--- config.mk ---
export PLATFORM = sky130hd
export DESIGN_NAME = page_scrub
export DESIGN_NICKNAME = d
export VERILOG_FILES = /design/src/rtl/page_scrub_pkg.sv /design/src/rtl/page_scrub_ctrl.sv /design/src/rtl/page_scrub_dp.sv /design/src/rtl/page_scrub.sv
export SDC_FILE = /design/constraint.sdc
export NUM_CORES = 1
export LEC_CHECK = 0
export ABC_AREA = 1
export BUFFER_PORTS_ARGS = -buffer_cell sky130_fd_sc_hd__buf_2
export CAP_MARGIN = 20
export CORE_ASPECT_RATIO = 0.9
export CORE_UTILIZATION = 43
export CTS_CLUSTER_DIAMETER = 150
export DETAILED_ROUTE_END_ITERATION = 10
export PLACE_DENSITY_LB_ADDON = 0.05
export SLEW_MARGIN = 10
export SYNTH_ARGS = -nofsm -noshare
export SYNTH_HDL_FRONTEND = slang
export SYNTH_SLANG_ARGS = --single-unit
--- constraint.sdc ---
create_clock -name clk -period 1.3 [get_ports clk]
set_clock_uncertainty 0.2 [all_clocks]
set_input_delay 0.26 -clock clk [delete_from_list [all_inputs] [get_ports clk]]
set_output_delay 0.26 -clock clk [all_outputs]
set_load 0.01 [all_outputs]
--- src/rtl/page_scrub_pkg.sv ---
`timescale 1ns/1ps
package page_scrub_pkg;
  localparam int CHAR_W   = 10;
  localparam int ATTR_BIT = 8;
  localparam int RULE_BIT = 9;
  localparam int PROT_BIT = 2;

  typedef enum logic [1:0] {
    ST_IDLE  = 2'd0,
    ST_READ  = 2'd1,
    ST_WRITE = 2'd2
  } scanState_t;

  typedef struct packed {
    logic cfgLoad;    // start accepted: capture mode and strap
    logic cellWrite;  // write cycle of a cell
    logic lineStart;  // write cycle at column 0
    logic lineEnd;    // write cycle at last column
  } scanStb_t;
endpackage

--- src/rtl/page_scrub_ctrl.sv ---
`timescale 1ns/1ps
module page_scrub_ctrl
  import page_scrub_pkg::*;
#(
  parameter int COLS = 80,
  parameter int ROWS = 24,
  localparam int COL_W = $clog2(COLS),
  localparam int ROW_W = $clog2(ROWS)
) (
  input  logic             clk,
  input  logic             rstN,
  input  logic             startReq,
  output scanStb_t         stb,
  output logic             rdEn,
  output logic             wrEn,
  output logic [COL_W-1:0] colQ,
  output logic [ROW_W-1:0] rowQ,
  output logic             busy,
  output logic             doneQ
);
  localparam logic [COL_W-1:0] LAST_COL = COL_W'(COLS - 1);
  localparam logic [ROW_W-1:0] LAST_ROW = ROW_W'(ROWS - 1);

  scanState_t state;
  logic       atLastCol;
  logic       atLastRow;

  assign atLastCol = (colQ == LAST_COL);
  assign atLastRow = (rowQ == LAST_ROW);
  assign rdEn      = (state == ST_READ);
  assign wrEn      = (state == ST_WRITE);
  assign busy      = (state != ST_IDLE);

  always_comb begin
    stb           = '0;
    stb.cfgLoad   = (state == ST_IDLE) && startReq;
    stb.cellWrite = wrEn;
    stb.lineStart = wrEn && (colQ == '0);
    stb.lineEnd   = wrEn && atLastCol;
  end

  always_ff @(posedge clk) begin
    if (!rstN) begin
      state <= ST_IDLE;
      colQ  <= '0;
      rowQ  <= '0;
      doneQ <= 1'b0;
    end else begin
      doneQ <= 1'b0;
      unique case (state)
        ST_IDLE: begin
          if (startReq) begin
            state <= ST_READ;
            colQ  <= '0;
            rowQ  <= '0;
          end
        end
        ST_READ: state <= ST_WRITE;
        ST_WRITE: begin
          if (atLastCol) begin
            colQ <= '0;
            if (atLastRow) begin
              rowQ  <= '0;
              state <= ST_IDLE;
              doneQ <= 1'b1;
            end else begin
              rowQ  <= rowQ + 1'b1;
              state <= ST_READ;
            end
          end else begin
            colQ  <= colQ + 1'b1;
            state <= ST_READ;
          end
        end
        default: state <= ST_IDLE;
      endcase
    end
  end

  a_r2_no_overlap: assert property (@(posedge clk) disable iff (!rstN)
    !(rdEn && wrEn));
  a_r2_write_after_read: assert property (@(posedge clk) disable iff (!rstN)
    rdEn |=> (wrEn && $stable(colQ) && $stable(rowQ)));
  a_r3_col_range: assert property (@(posedge clk) disable iff (!rstN)
    colQ <= LAST_COL);
  a_r3_row_step: assert property (@(posedge clk) disable iff (!rstN)
    (wrEn && atLastCol && !atLastRow) |=> (colQ == '0 && rowQ == $past(rowQ) + 1'b1));
  a_r4_done_one_clock: assert property (@(posedge clk) disable iff (!rstN)
    doneQ |=> !doneQ);
  a_r4_done_ends_busy: assert property (@(posedge clk) disable iff (!rstN)
    doneQ |-> (!busy && colQ == '0 && rowQ == '0));
  a_r10_busy_start_ignored: assert property (@(posedge clk) disable iff (!rstN)
    (rdEn && startReq) |=> wrEn);
endmodule

--- src/rtl/page_scrub_dp.sv ---
`timescale 1ns/1ps
module page_scrub_dp
  import page_scrub_pkg::*;
(
  input  logic              clk,
  input  logic              rstN,
  input  scanStb_t          stb,
  input  logic              eraseMode,
  input  logic              rulingErasable,
  input  logic [CHAR_W-1:0] rdData,
  output logic [CHAR_W-1:0] wrData
);
  logic modeQ;
  logic strapQ;
  logic protQ;
  logic isAttr;
  logic isRuling;
  logic keepCell;

  assign isAttr   = rdData[ATTR_BIT];
  assign isRuling = rdData[RULE_BIT];

  always_comb begin
    if (!modeQ)
      keepCell = 1'b0;
    else
      keepCell = isAttr || protQ || (isRuling && !strapQ);
  end

  assign wrData = keepCell ? rdData : '0;

  always_ff @(posedge clk) begin
    if (!rstN) begin
      modeQ  <= 1'b0;
      strapQ <= 1'b0;
      protQ  <= 1'b0;
    end else begin
      if (stb.cfgLoad) begin
        modeQ  <= eraseMode;
        strapQ <= rulingErasable;
        protQ  <= 1'b0;
      end else if (stb.lineEnd) begin
        protQ <= 1'b0;
      end else if (stb.cellWrite && modeQ && isAttr) begin
        protQ <= rdData[PROT_BIT];
      end
    end
  end

  a_r5_clear_null: assert property (@(posedge clk) disable iff (!rstN)
    (stb.cellWrite && !modeQ) |-> (wrData == '0));
  a_r6_attr_kept: assert property (@(posedge clk) disable iff (!rstN)
    (stb.cellWrite && modeQ && isAttr) |-> (wrData == rdData));
  a_r8_line_start_unprot: assert property (@(posedge clk) disable iff (!rstN)
    (stb.lineStart && modeQ && !isAttr && !isRuling) |-> (wrData == '0));
  a_r9_ruling_kept: assert property (@(posedge clk) disable iff (!rstN)
    (stb.cellWrite && modeQ && isRuling && !strapQ) |-> (wrData == rdData));
  a_r11_cfg_hold: assert property (@(posedge clk) disable iff (!rstN)
    (stb.cellWrite && !stb.cfgLoad) |=> ($stable(modeQ) && $stable(strapQ)));
endmodule

--- src/rtl/page_scrub.sv ---
`timescale 1ns/1ps
module page_scrub
  import page_scrub_pkg::*;
#(
  parameter int COLS = 80,
  parameter int ROWS = 24,
  localparam int COL_W = $clog2(COLS),
  localparam int ROW_W = $clog2(ROWS)
) (
  input  logic              clk,
  input  logic              rstN,
  input  logic              startReq,
  input  logic              eraseMode,
  input  logic              rulingErasable,
  output logic              memRdEn,
  output logic              memWrEn,
  output logic [COL_W-1:0]  memCol,
  output logic [ROW_W-1:0]  memRow,
  input  logic [CHAR_W-1:0] memRdData,
  output logic [CHAR_W-1:0] memWrData,
  output logic              dmaActive,
  output logic              scanDone
);
  scanStb_t stb;

  page_scrub_ctrl #(.COLS(COLS), .ROWS(ROWS)) ctrl_i (
    .clk      (clk),
    .rstN     (rstN),
    .startReq (startReq),
    .stb      (stb),
    .rdEn     (memRdEn),
    .wrEn     (memWrEn),
    .colQ     (memCol),
    .rowQ     (memRow),
    .busy     (dmaActive),
    .doneQ    (scanDone)
  );

  page_scrub_dp dp_i (
    .clk            (clk),
    .rstN           (rstN),
    .stb            (stb),
    .eraseMode      (eraseMode),
    .rulingErasable (rulingErasable),
    .rdData         (memRdData),
    .wrData         (memWrData)
  );

  a_r1_start_begins_read: assert property (@(posedge clk) disable iff (!rstN)
    (!dmaActive && startReq) |=> (dmaActive && memRdEn && memCol == '0 && memRow == '0));
endmodule

==> run summary, run 1 <==
CTS placed an instance of clkbuf_4 at the clock tree root. After routing, the total negative slack on setup checks comes to -6.89 ns. In this run the remaining antenna-violating nets after routing total 0. For this run, global-route usage on met3 was measured as 0.0654.

The number of cell rows is 16. The normalized max-slew margin is 0.685. The number of global-route vias before repair is 1,210.

The routed length per placed instance is approximately 16 um. The peak clock frequency supported by timing is 0.592 GHz. The peak ir drop on the vdd network is 684 uV. Setup repair after global routing could not meet its margin everywhere. After the last flow step, the layout net total stands at 258.

The longest clock path from root to sink contains 2 buffers. The wire length of the first global-routing pass came out at 5220 um. After synthesis the netlist holds a flip-flop and latch count of 18.

The number of buffers inserted by port buffering came out at 40. The CTS sink count is 18. The later pin in the worst-skew pair is clocked with a latency of 0.31 ns. STA classifies the critical path startpoint as a flop. The post-route DRC violation count came out at 0. In this run the power density over the cells is about 630 mW/mm^2. The global routing met2 resource utilization is 0.474. The wire length reported by the detailed router is 4320 um.

The routing layer with the top usage in global route is met2. For this run, the total global-route usage over all layers was measured as 0.264. The post-synthesis instance area came out at between 0.001 and 0.0015 sq mm. Data arrives at the worst endpoint at 1.23 ns. After floorplanning, the core was sized to cover 0.00226 sq mm. Across all setup checks in the final design, the least slack found is -0.389 ns.

The number of warnings printed during yosys synthesis came out at 0. The HPWL after detailed placement is 1910 um. The vertical extent of the die is 49.3 um. The via count is around 1,400. The share of cells above drive strength 1 is 0.642. The final reports fail on setup timing.

The startpoint identified for the worst register-to-register timing path is ctrl_i.state[0]. At the pin with the least slew margin, the transition time is 0.472 ns. For this configuration, the core starts out at a cell density of 0.472. The number of max-cap violations is 0.

The count of TritonRoute iterations in the first routing pass is 4. The overall power of the completed layout is ~0.0013 W. The run finished, with violations left. The worst setup path is of the reg2out kind. The fill cell total of the finished layout is 110. The DRC marker count from the first detailed-route iteration came out at 43. In this run the worst setup path begins at dp_i.protQ. For this design the static power due to leakage is 0.947 nW.

The placer's final routability congestion estimate is 0.810. The die extent in x came out at ~55 um. The number of pins exceeding their max-slew limit in the final report came out at 0. TritonCTS built the clock tree. The worst path required time is 0.84 ns. The number of primary I/O pins is 41. Setup violations remaining at the end of the flow were counted as 36. Of the synthesized area, sequential elements account for 0.338.

STA classifies the critical path endpoint as an output pin. The worst path in the final design needs a cycle of 1.69 ns, including I/O delays and setup. The count of final hold-check violations came out at 0. The total number of H-tree levels is 1.

Of the available clock period, the critical path in the final layout requires 1.30. The number of different library cells used by synthesis comes to 29. The cell count after synthesis is 153. The total nets after synthesis came out at 170. The mean instance size in the synthesized netlist came out at 6.98 sq um. In this run, CTS created clock tree buffers numbering 3. 0 antenna diodes ended up in the layout. The area added between synthesis and finish came out at 90.4%. After clock tree synthesis, the clock-pin slew on the worst setup and hold paths is approximately 0.11 ns. The worst hold path belongs to the class in2reg. The number of vias per cell is 5.39. The worst hold path begins at rstN. The worst-case register-to-register setup slack is -0.28 ns. The peak fanout along the critical path is 5. The global routing usage on met1 is 0.310.

The floorplan die area came out at between 0.002 and 0.003 sq mm. The initial antenna violation count was 0. The overflow left after global routing came out at 0. The pin count of the biggest net entering global routing came out at 11.
registers in the layout, summed over array words and instances, names as in the netlist:
signal,flops
ctrl_i.rowQ,5
ctrl_i.colQ,7
ctrl_i.state,2
ctrl_i.doneQ,1
dp_i.protQ,1
dp_i.strapQ,1
dp_i.modeQ,1
Yosys cell counts:
cell / n / area [sq um]
a21oi_1: 7 / 35.0
a21oi_2: 3 / 26.3
and2_1: 1 / 6.26
clkbuf_1: 1 / 3.75
clkinv_4: 1 / 8.76
dfxtp_1: 18 / 360
ha_1: 2 / 25.0
inv_1: 22 / 82.6
inv_2: 3 / 11.3
inv_4: 1 / 6.26
nand2_1: 27 / 101
nand2_2: 1 / 6.26
nand2_4: 1 / 11.3
nand3_1: 9 / 45.0
nand3_2: 2 / 20.0
nand3_4: 1 / 17.5
nand3b_1: 1 / 7.51
nand4_1: 3 / 18.8
nor2_1: 28 / 105
nor2_2: 1 / 6.26
nor2_4: 2 / 22.5
nor2_8: 2 / 40.0
nor3_1: 4 / 20.0
o211ai_1: 1 / 7.51
o21a_1: 1 / 7.51
o21ai_0: 6 / 30.0
o21ai_1: 1 / 5.00
o21ai_2: 2 / 17.5
o31ai_2: 1 / 12.5
power breakdown:
part / switching (W) / total, W / internal (W)
Combinational: 0.000193 / 0.000383 / 0.000190
Clock: 0.000190 / 0.000302 / 0.000112
Sequential: 0.0000263 / 0.000593 / 0.000566
Total: 0.000409 / 0.00128 / 0.000869
metal layers:
metal | vias to the layer above | part of all wire
met1 | 678 | 0.38
met3 | 14 | 0.080
li1 | 665 | -
met2 | 83 | 0.51
met5 | - | 0
met4 | 0 | 0.028
layout make-up:
class                           count  area (sq um)  share of cell area
Timing Repair Buffer               83           699               0.344
Clock buffer                        3          22.5              0.0111
Multi-Input combinational cell    108           759               0.374
Inverter                           27           116              0.0573
Clock inverter                      1          3.75             0.00185
Tap cell                           27          33.8              0.0166
Sequential cell                    18           397               0.195
final timing paths:
| path | endpoint | cells past startpoint |
|---|---|---|
| hold / removal | ctrl_i.rowQ[3] | 4 |
| setup / recovery | memWrData[1] | 3 |
| setup reg to reg | ctrl_i.colQ[4] | 8 |
| hold reg to reg | ctrl_i.colQ[2] | 2 |
critical path, stage by stage (launching register included):
cell	delay [ns]
dfxtp_2	0.37
o31ai_4	0.33
nor2_1	0.08
buf_2	0.14
metrics by stage:
step / utilization / area (sq um) / hold slack [ns] / instances / setup slack, ns
6_report: 0.898 / 2030 / 0.152 / 267 / -0.389
5_1_grt: 0.898 / 2030 / 0.155 / 267 / -0.456
4_1_cts: 0.808 / 1830 / 0.139 / 257 / -0.396
3_5_place_dp: 0.650 / 1470 / 0.297 / 237 / -0.203
3_3_place_gp: 0.650 / 1470 / 0.282 / 237 / -0.149
2_1_floorplan: - / 1110 / 0.173 / 153 / -0.0608
kinds of logic (layout without fill, tap and decap cells):
| logic type | after synthesis | in the layout | synth area share |
|---|---|---|---|
| flip-flops | 18 | 18 | 0.338 |
| AND/OR/NAND/NOR | 83 | 83 | 0.401 |
| AO/OA/AOI/OAI | 22 | 23 | 0.132 |
| buffers and inverters | 28 | 114 | 0.106 |
| adder cells (fa/ha/maj) | 2 | 2 | 0.0234 |
timing repair:
action / 4_1_cts / 5_1_grt
pin swaps: 8 / 13
cloned: 1 / 0
gates resized for setup: 50 / 35
setup endpoints to repair: 39 / 42
hold buffers: 2 / 0
hold endpoints to repair: 2 / 0
setup buffers: 13 / 10
cells in the final DEF, fill, tap and decap left out, types with 2 or more instances in the layout:
master         count
o21ai_2            5
nand3_4            3
nand3_2            2
nor2_8             2
dfxtp_2           11
o31ai_4            2
nand2_4            2
nand4_1            3
dfxtp_4            6
nor3_2             3
inv_1             18
inv_2              5
o21ai_0            4
a21oi_2            8
dlygate4sd3_1      2
nand2_1           20
nand2_2            7
nand3_1            7
nor2_2             2
buf_2             25
a21oi_1            2
buf_12             2
nor2_4             5
clkbuf_4           3
inv_4              2
buf_4             26
nor2_1            24
buf_6             27
No activity file was read; power rests on OpenSTA's default activity.
==> inputs of run 2 (changes only) <==
--- a/config.mk
+++ b/config.mk
@@ -12,7 +12,7 @@
 export CORE_UTILIZATION = 43
 export CTS_CLUSTER_DIAMETER = 150
 export DETAILED_ROUTE_END_ITERATION = 10
-export PLACE_DENSITY_LB_ADDON = 0.05
+export PLACE_DENSITY = 0.75
 export SLEW_MARGIN = 10
 export SYNTH_ARGS = -nofsm -noshare
 export SYNTH_HDL_FRONTEND = slang
==> run 2 against run 1 <==
- the run ends with hold timing, setup timing left
- worst setup slack lost 0.017 ns
- die area is the same
- global-route usage grew 3.9 points
- count of clock-buffer cells in the layout grew 1
- final area grew 1.5%
- clock power grew 19%
- maximum frequency shrank 0.98%
==> run summary, run 2 (synthesis results as in run 1) <==
The total number of H-tree levels is 1 (unchanged). The end-of-flow core utilization came to 0.912 (was 0.898). The insertion delay to the later sink of the worst-skew pair came out at 0.30 ns (was 0.31 ns). The post-detailed-route count of antenna-violating nets came to 0 (unchanged). Setup repair after global routing missed its margin: yes (unchanged). The number of buffers created by CTS is 3 (unchanged).

The number of cell rows was 16 (unchanged). The pin count of the biggest net entering global routing came out at 11 (unchanged). The share of cells above drive strength 1 came out at 0.663 (was 0.642). The number of max-cap violations came out at 0 (unchanged). The wire length reported by the detailed router is 4680 um (was 4320 um).

The logic depth of the worst register-to-register path came to 8 (unchanged). The category of the worst setup path capture point is an output pin (unchanged). The count of final hold-check violations came out at 1 (was 0). The maximum root-to-sink buffer count came out at 2 (unchanged). The post-route DRC violation count is 0 (unchanged). The flip-flop count of the largest register, all copies and words added is 7 (unchanged).

The peak ir drop on the vdd network is 836 uV (was 684 uV). The via count was 1,506 (was 1,440). The number of pins exceeding their max-slew limit in the final report came to 0 (unchanged). The peak fanout along the critical path is 9 (was 5). The routed length per placed instance came out at 17.5 um (was 16.2 um). The DRC marker count from the first detailed-route iteration is 78 (was 43). The vertical extent of the die came out at 49.3 um (unchanged). The type of origin of the critical path is a flop (unchanged).

The placed wire-length estimate came to 2210 um (was 1910 um). The area added between synthesis and finish was 93.2% (was 90.4%). The worst hold margin came to -0.00781 ns (was 0.152 ns). The count of TritonRoute iterations in the first routing pass came out at 4 (unchanged). The normalized max-slew margin came to 0.705 (was 0.685). The total core area came to 0.00226 sq mm (unchanged). The die extent in x was 54.5 um (unchanged). The leakage dissipation is 0.962 nW (was 0.947 nW). The number of primary I/O pins is 41 (unchanged). The actual transition at the worst max-transition pin is 0.441 ns (was 0.472 ns). Regs by FF count: ctrl_i.colQ x7, ctrl_i.rowQ x5, ctrl_i.state x2 (unchanged).

The TritonCTS clock tree is yes (unchanged). The worst path required time was 0.84 ns (about the same). The number of diodes is 0 (unchanged). The overflow left after global routing is 0 (unchanged). The number of global-route vias before repair came out at 1,330 (was 1,210). The fraction of the cycle the final worst path needs came out at 1.31 (was 1.30). The peak clock frequency supported by timing is 0.586 GHz (was 0.592 GHz). The wire length of the first global-routing pass is 5930 um (was 5220 um). Commonest non-fill, non-tap cells in the layout: buf_6, buf_2, nor2_1 (was buf_6, buf_4, buf_2). The commonest non-fill, non-tap cell in the layout was buf_6 (unchanged).

The initial antenna violation count is 0 (unchanged). The power density normalized to cell area came out at 655 mW/mm^2 (was 629 mW/mm^2). The class of the tightest hold or removal check is in2reg (unchanged). The final-stage net count is 258 (unchanged).

The number of vias per cell is 5.64 (was 5.39). The non-filler instance count after layout is 267 (unchanged). The worst hold path stage count is 3 (was 4). The number of failing setup endpoints in the final timing report is 39 (was 36). The CTS sink count is 18 (unchanged). The post-layout minimum cycle time is 1.71 ns (was 1.69 ns).

The clock input transition at the sequential cells of the worst setup and hold paths is 0.12 ns (was 0.11 ns). Run status: complete, but fails checks (unchanged). The number of placed cells counting well taps is 240 (was 237). The clock root buffer is clkbuf_4 (unchanged). The arrival time at the worst endpoint came out at 1.25 ns (was 1.23 ns). Failing checks: hold timing, setup timing (was setup timing). The total routing resource utilization after global routing came out at 0.303 (was 0.264).

The initial core utilization came out at 0.472 (unchanged). The register bank with the most flops is ctrl_i.colQ (unchanged). The floorplan die area was 0.00269 sq mm (unchanged). The critical path class was reg2out (unchanged). The final critical-path setup slack came out at -0.406 ns (was -0.389 ns). The placer's final routability congestion estimate is 0.846 (was 0.810). The number of buffers inserted by port buffering is 40 (unchanged).
[run 2: per-layer routing]
metal | wire length [um] | vias up | part of all wire | GRT usage
met4 | 205 | 0 | 0.044 | 0.0726
met5 | 0 | - | 0 | 0
li1 | - | 662 | - | -
met2 | 2310 | 111 | 0.49 | 0.547
met1 | 1790 | 708 | 0.38 | 0.355
met3 | 384 | 25 | 0.082 | 0.0498
[run 2: power breakdown]
part | internal, W | leakage [nW] | total [W] | switching (W)
Sequential | 0.000564 | 0.156 | 0.000587 | 0.0000224
Clock | 0.000171 | 0.0210 | 0.000360 | 0.000190
Combinational | 0.000194 | 0.786 | 0.000403 | 0.000210
[run 2: what timing repair did]
action	CTS	global route
resized for setup	54	40
setup endpoints to repair	41	42
pin swaps	9	12
buffers inserted	15	8
cloned	0	0
hold buffers	1	0
endpoints found under the hold margin	1	0
[run 2: path summary, 6_finish.rpt]
check / startpoint / end / slack (ns)
worst max-delay path: dp_i.strapQ / memWrData[4] / -0.41
worst min-delay path: rulingErasable / dp_i.strapQ / -0.008
worst max register to register: ctrl_i.state[0] / ctrl_i.colQ[4] / -0.31
worst min register to register: dp_i.strapQ / dp_i.strapQ / 0.37
[run 2: area by class of cell]
type,count,area [sq um]
fill,88,200
clock buffer,4,36.3
timing repair buffer,84,713
inverter,27,116
sequential,18,398
tap,27,33.8
multi-input combinational,107,764
[run 2: metrics by stage]
stage	hold slack, ns	TNS, ns	cell area [sq um]	setup WS, ns	power (W)
4_1_cts	0.0112	-5.84	1880	-0.396	0.00127
6_report	-0.00781	-7.65	2060	-0.406	0.00135
2_1_floorplan	0.173	-0.180	1110	-0.0608	0.000731
3_3_place_gp	0.292	-1.69	1490	-0.158	0.000835
3_5_place_dp	0.296	-2.63	1490	-0.218	0.000844
5_1_grt	-0.0102	-9.21	2060	-0.501	0.00141
[run 2: worst max-delay path: stages (launching register included)]
cell and delay [ns]:
dfxtp_2 0.36, nor2_2 0.05, o31ai_4 0.21, buf_6 0.16, nor2_1 0.05, buf_2 0.13
